### src/rtl/lock_pkg.sv
`timescale 1ns/1ps
// Package lock_pkg
// Shared defaults for the combination lock. Holds the default code width and
// step count, and a helper that gives the index width for a step count.
package lock_pkg;
    localparam int unsigned KEY_W_DEF = 4;
    localparam int unsigned STEPS_DEF = 3;

    // Width of a slot index for a given number of code slots (at least 1).
    function automatic int unsigned idx_width(input int unsigned steps);
        return (steps > 1) ? $clog2(steps) : 1;
    endfunction
endpackage

### src/rtl/lock_code_bank.sv
`timescale 1ns/1ps
// Module lock_code_bank
// Holds one code register per step and muxes the selected code out.
// Assumes sel is one-hot or zero. A write to an index with no slot is dropped.
// The registers have no reset: codes outlive a lock reset by design.
module lock_code_bank #(
    parameter int unsigned KEY_W = lock_pkg::KEY_W_DEF,
    parameter int unsigned STEPS = lock_pkg::STEPS_DEF,
    parameter int unsigned IDX_W = lock_pkg::idx_width(STEPS)
) (
    input  logic             clk,
    input  logic             prog_we,
    input  logic [IDX_W-1:0] prog_idx,
    input  logic [KEY_W-1:0] prog_data,
    input  logic [STEPS-1:0] sel,
    output logic [KEY_W-1:0] code_sel
);
    logic [STEPS*KEY_W-1:0] codes_flat;

    for (genvar g = 0; g < STEPS; g++) begin : g_slot
        logic [KEY_W-1:0] slot_q;
        // Load this slot when its index is written.
        always_ff @(posedge clk) begin
            if (prog_we && (prog_idx == IDX_W'(g))) begin
                slot_q <= prog_data;
            end
        end
        assign codes_flat[g*KEY_W +: KEY_W] = slot_q;
    end

    // AND-OR mux: pick the slot flagged by the one-hot select.
    always_comb begin
        code_sel = '0;
        for (int i = 0; i < STEPS; i++) begin
            if (sel[i]) begin
                code_sel = code_sel | codes_flat[i*KEY_W +: KEY_W];
            end
        end
    end
endmodule

### src/rtl/lock_match.sv
`timescale 1ns/1ps
// Module lock_match
// Equality comparator between the entered value and the selected code.
// Reports a hit only while some step is selected, so that the open and
// failure states can never register a match.
module lock_match #(
    parameter int unsigned KEY_W = lock_pkg::KEY_W_DEF,
    parameter int unsigned STEPS = lock_pkg::STEPS_DEF
) (
    input  logic [KEY_W-1:0] key_val,
    input  logic [KEY_W-1:0] code_sel,
    input  logic [STEPS-1:0] sel,
    output logic             hit
);
    // Compare, gated by an active step.
    always_comb begin
        hit = (|sel) && (key_val == code_sel);
    end
endmodule

### src/rtl/lock_seq_fsm.sv
`timescale 1ns/1ps
// Module lock_seq_fsm
// Step sequencer. The state vector has STEPS+1 bits. A step state has one low
// bit set, the open state has only the top bit set, and the failure state is
// all zeros. A match shifts the state left, so a match at the last step lands
// on the open bit. A miss clears the vector. The open and failure states have
// no low bit set, so they ignore entries. The reset wins over every input.
// Assumes hit is already gated to step states.
module lock_seq_fsm #(
    parameter int unsigned STEPS = lock_pkg::STEPS_DEF
) (
    input  logic         clk,
    input  logic         rst_n,
    input  logic         key_new,
    input  logic         hit,
    output logic [STEPS:0] state,
    output logic         err_sticky
);
    localparam int unsigned STATE_W = STEPS + 1;
    localparam logic [STATE_W-1:0] FIRST_STEP = STATE_W'(1);

    logic [STATE_W-1:0] state_q;
    logic [STATE_W-1:0] state_d;
    logic               in_step;
    logic               err_q;

    assign in_step = |state_q[STEPS-1:0];

    // Next-state: reset, then advance or fail on a strobed entry.
    always_comb begin
        state_d = state_q;
        if (!rst_n) begin
            state_d = FIRST_STEP;
        end else if (key_new && in_step) begin
            state_d = hit ? (state_q << 1) : '0;
        end
    end

    // State register.
    always_ff @(posedge clk) begin
        state_q <= state_d;
    end

    // Sticky error flag, set by a strobed miss and cleared only by reset.
    always_ff @(posedge clk) begin
        if (!rst_n) begin
            err_q <= 1'b0;
        end else if (key_new && in_step && !hit) begin
            err_q <= 1'b1;
        end
    end

    assign state      = state_q;
    assign err_sticky = err_q;
endmodule

### src/rtl/combo_lock_ctrl.sv
`timescale 1ns/1ps
// Module combo_lock_ctrl
// Top of the combination lock: code bank, comparator and step sequencer.
// Outputs are taken straight from state bits: the low bits are the code
// select and the top bit is the door. Reset is synchronous and active low.
module combo_lock_ctrl #(
    parameter int unsigned KEY_W = lock_pkg::KEY_W_DEF,
    parameter int unsigned STEPS = lock_pkg::STEPS_DEF,
    parameter int unsigned IDX_W = lock_pkg::idx_width(STEPS)
) (
    input  logic             clk,
    input  logic             rst_n,
    input  logic             prog_we,
    input  logic [IDX_W-1:0] prog_idx,
    input  logic [KEY_W-1:0] prog_data,
    input  logic             key_new,
    input  logic [KEY_W-1:0] key_val,
    output logic [STEPS-1:0] digit_sel,
    output logic             door_open,
    output logic             err_flag
);
    logic [STEPS:0]   state;
    logic [KEY_W-1:0] code_sel;
    logic             code_hit;

    lock_code_bank #(.KEY_W(KEY_W), .STEPS(STEPS), .IDX_W(IDX_W)) u_bank (
        .clk       (clk),
        .prog_we   (prog_we),
        .prog_idx  (prog_idx),
        .prog_data (prog_data),
        .sel       (state[STEPS-1:0]),
        .code_sel  (code_sel)
    );

    lock_match #(.KEY_W(KEY_W), .STEPS(STEPS)) u_match (
        .key_val  (key_val),
        .code_sel (code_sel),
        .sel      (state[STEPS-1:0]),
        .hit      (code_hit)
    );

    lock_seq_fsm #(.STEPS(STEPS)) u_fsm (
        .clk        (clk),
        .rst_n      (rst_n),
        .key_new    (key_new),
        .hit        (code_hit),
        .state      (state),
        .err_sticky (err_flag)
    );

    assign digit_sel = state[STEPS-1:0];
    assign door_open = state[STEPS];
endmodule

### config.mk
export PLATFORM = sky130hd
export DESIGN_NAME = combo_lock_ctrl
export DESIGN_NICKNAME = d
export VERILOG_FILES = /design/src/rtl/lock_pkg.sv /design/src/rtl/lock_code_bank.sv /design/src/rtl/lock_match.sv /design/src/rtl/lock_seq_fsm.sv /design/src/rtl/combo_lock_ctrl.sv
export SDC_FILE = /design/constraint.sdc
export NUM_CORES = 1
export LEC_CHECK = 0
export ABC_AREA = 1
export BUFFER_PORTS_ARGS = -buffer_cell sky130_fd_sc_hd__buf_2
export CORE_MARGIN = 3
export CORE_UTILIZATION = 30
export DETAILED_ROUTE_END_ITERATION = 8
export PLACE_DENSITY_LB_ADDON = 0.15
export SLEW_MARGIN = 5
export SYNTH_ARGS = -nofsm -noshare
export SYNTH_HDL_FRONTEND = slang
export SYNTH_SLANG_ARGS = --single-unit
### constraint.sdc
create_clock -name clk -period 1.4 [get_ports clk]
set_clock_uncertainty 0.2 [all_clocks]
set_input_delay 0.28 -clock clk [delete_from_list [all_inputs] [get_ports clk]]
set_output_delay 0.28 -clock clk [all_outputs]
set_load 0.02 [all_outputs]
==> reports/results.ini <==
[global_routing]
use_met2_pct = 14.9
grt_pass1_wl_um = 2190
grtUsageMet3_pct = 5.10
grt_use_met1_pct = 10.2
antenna_found_initial = 0
grt-ovfl-total = 0
grt_pass1_vias = 532
top_usage_layer = met2
grt_use_total_pct = 9.05
grt_max_degree = 12

[synthesis]
avgSynthCellArea_um2 = 9.23
yosys.area.top_type = edfxtp_1
synth_area_leaders = edfxtp_1 49%, nand2_1 16%, dfxtp_1 14%
synth_flop_cell = edfxtp_1
synth_edf_count = 12
synth_nets = 94
synth_cell_type_count = 13
synth_cells = 80
syn_area_um2 = 738
synth.most_common_cell = nand2_1
synth_top_area_share_pct = 48.8
ys_async_sr_fraction_pct = 0
ys_seq_area_share_pct = 62.4
ys_seq_elements = 17
synth_commonest_cells = 31 x nand2_1, 12 x edfxtp_1, 10 x inv_1
ys_warn_count = 0

[drt]
route.detailed.drc = 0
wl_per_cell_um = 10.0
vias = 634
drt_iter0_drc = 5
viasPerCell = 4.50
drt_first_pass_iters = 4
antenna_left = 0
wl_um = 1410

[final_layout]
n_fill_cell = 233
nets = 128
final_cell_count_no_fill = 141
multi_input_area_um2 = 269
n_antenna_cell = 0
seq_area_um2 = 472
area_delta_synth_final_pct = 42.0
drive_gt1_share_pct = 33.6

[placement]
gp_congestion = 0.740
portBuffers = 18
place_inst = 131
dp_worst_setup_slack_ns = -0.0558

[sta]
slew_headroom_pct = 88.1
worst_slack_ns = 0.00710
rsz0062_at_grt = yes
drv_slew = 0
worst_slew_pin_slew_ns = 0.178
whs_ns = 0.116
min_period_over_period_pct = 99.5
min_period_ns = 1.39
max_freq_ghz = 0.718
finalSetupViolations = 0
finalHoldViolCount = 0

[clocking]
h-tree-depth = 1
cts_tree = yes
clk_path_buf_depth = 2
cts_made_buffers = 3
cts-root-buf = clkbuf_4
clk_latency_ns = 0.29
clkSinkCount = 17
clk_pin_slew_ns = 0.10

[critical_path]
path_class = flip-flop to output pin
critPathLaunchType = flip-flop
cp.arrival_ns = 0.91
required_ns = 0.92
cp_max_fo = 8
endpoint_kind = output pin

[pwr]
irDropWorstVdd_uv = 667
power_density_nw_per_um2 = 923
p_leak_nw = 0.458

[floorplanning]
die_h_um = 55.6
dieArea_um2 = 3090
ioPinCount = 19
num_rows = 17
core_um2 = 2280
start_util_pct = 32.4
fp.dieW_um = 55.6

[min_path]
hold_class = primary input to flip-flop

[outcome]
status = complete, no violations

[job]
maxCapViolCount = 0

what timing repair did:
action	4_1_cts	5_1_grt
endpoints found under the hold margin	13	0
gates resized for setup	10	10
pin swaps	0	11
setup endpoints to repair	7	6
buffers inserted	0	2
hold buffers	5	0
stage by stage:
stage	setup TNS (ns)	total power [mW]	area [um^2]	utilization, %
3_5_place_dp	-0.160	0.684	901	39.6
3_3_place_gp	-0.0941	0.683	901	39.6
6_report	0	0.968	1050	46.1
2_1_floorplan	0	0.635	738	-
4_1_cts	-0.00698	0.971	998	43.9
5_1_grt	-0.324	1.02	1050	46.1
power by group:
group	switching [mW]	internal, mW
sequential	0.0106	0.557
combinational	0.0667	0.0622
clock	0.163	0.109
sequential cells by signal (all words and copies together), names as in the netlist:
name                  count
u_bank.g_slot.slot_q     12
u_fsm.err_sticky          1
u_fsm.state               4
final timing paths:
path                         start          endpoint  slack [ns]  depth (start not counted)
setup reg to reg    u_fsm.state[0]    u_fsm.state[3]        0.04                          7
hold / removal             key_new    u_fsm.state[0]        0.12                          4
hold reg to reg   u_fsm.err_sticky  u_fsm.err_sticky        0.25                          2
setup / recovery    u_fsm.state[0]      digit_sel[0]       0.007                          2
layout by cell type, fill, tap and decap left out:
cell / Yosys / final
a21oi_1: 4 / 4
buf_2: 0 / 16
buf_4: 0 / 4
buf_6: 0 / 4
clkbuf_4: 0 / 3
clkinvlp_4: 0 / 1
dfxtp_1: 5 / 2
dfxtp_4: 0 / 3
dlygate4sd3_1: 0 / 5
edfxtp_1: 12 / 12
inv_1: 10 / 10
nand2_1: 31 / 29
nand2_2: 0 / 2
nand3_1: 5 / 3
nand3_2: 0 / 2
nand3b_1: 3 / 3
nand4_1: 3 / 3
nor2_1: 2 / 2
nor2_4: 0 / 2
nor3_1: 1 / 1
nor3b_1: 1 / 1
o21ai_2: 0 / 1
critical path, stage by stage, from the launching register on:
cell,delay [ns]
dfxtp_4,0.39
buf_6,0.12
buf_6,0.12
cells by family after synthesis:
kind of cell,Yosys count,synth area share (%)
compound gates,5,3.39
buf+inv,10,5.09
flops,17,62.4
simple gates,48,29.2
layout make-up:
| class | instances | area share, % |
|---|---|---|
| timing repair buffer | 29 | 19.6 |
| clock buffer | 3 | 2.15 |
| multi-input combinational | 53 | 25.7 |
| inverter | 10 | 3.58 |
| tap | 28 | 3.34 |
| clock inverter | 1 | 0.716 |
| sequential | 17 | 45.0 |
layer usage:
layer | share of wire, % | up-vias
met5 | 0 | -
met4 | 0.78 | 0
met3 | 7.6 | 2
met2 | 50 | 18
met1 | 42 | 281
li1 | - | 333
(Power assumes the default switching activity.)
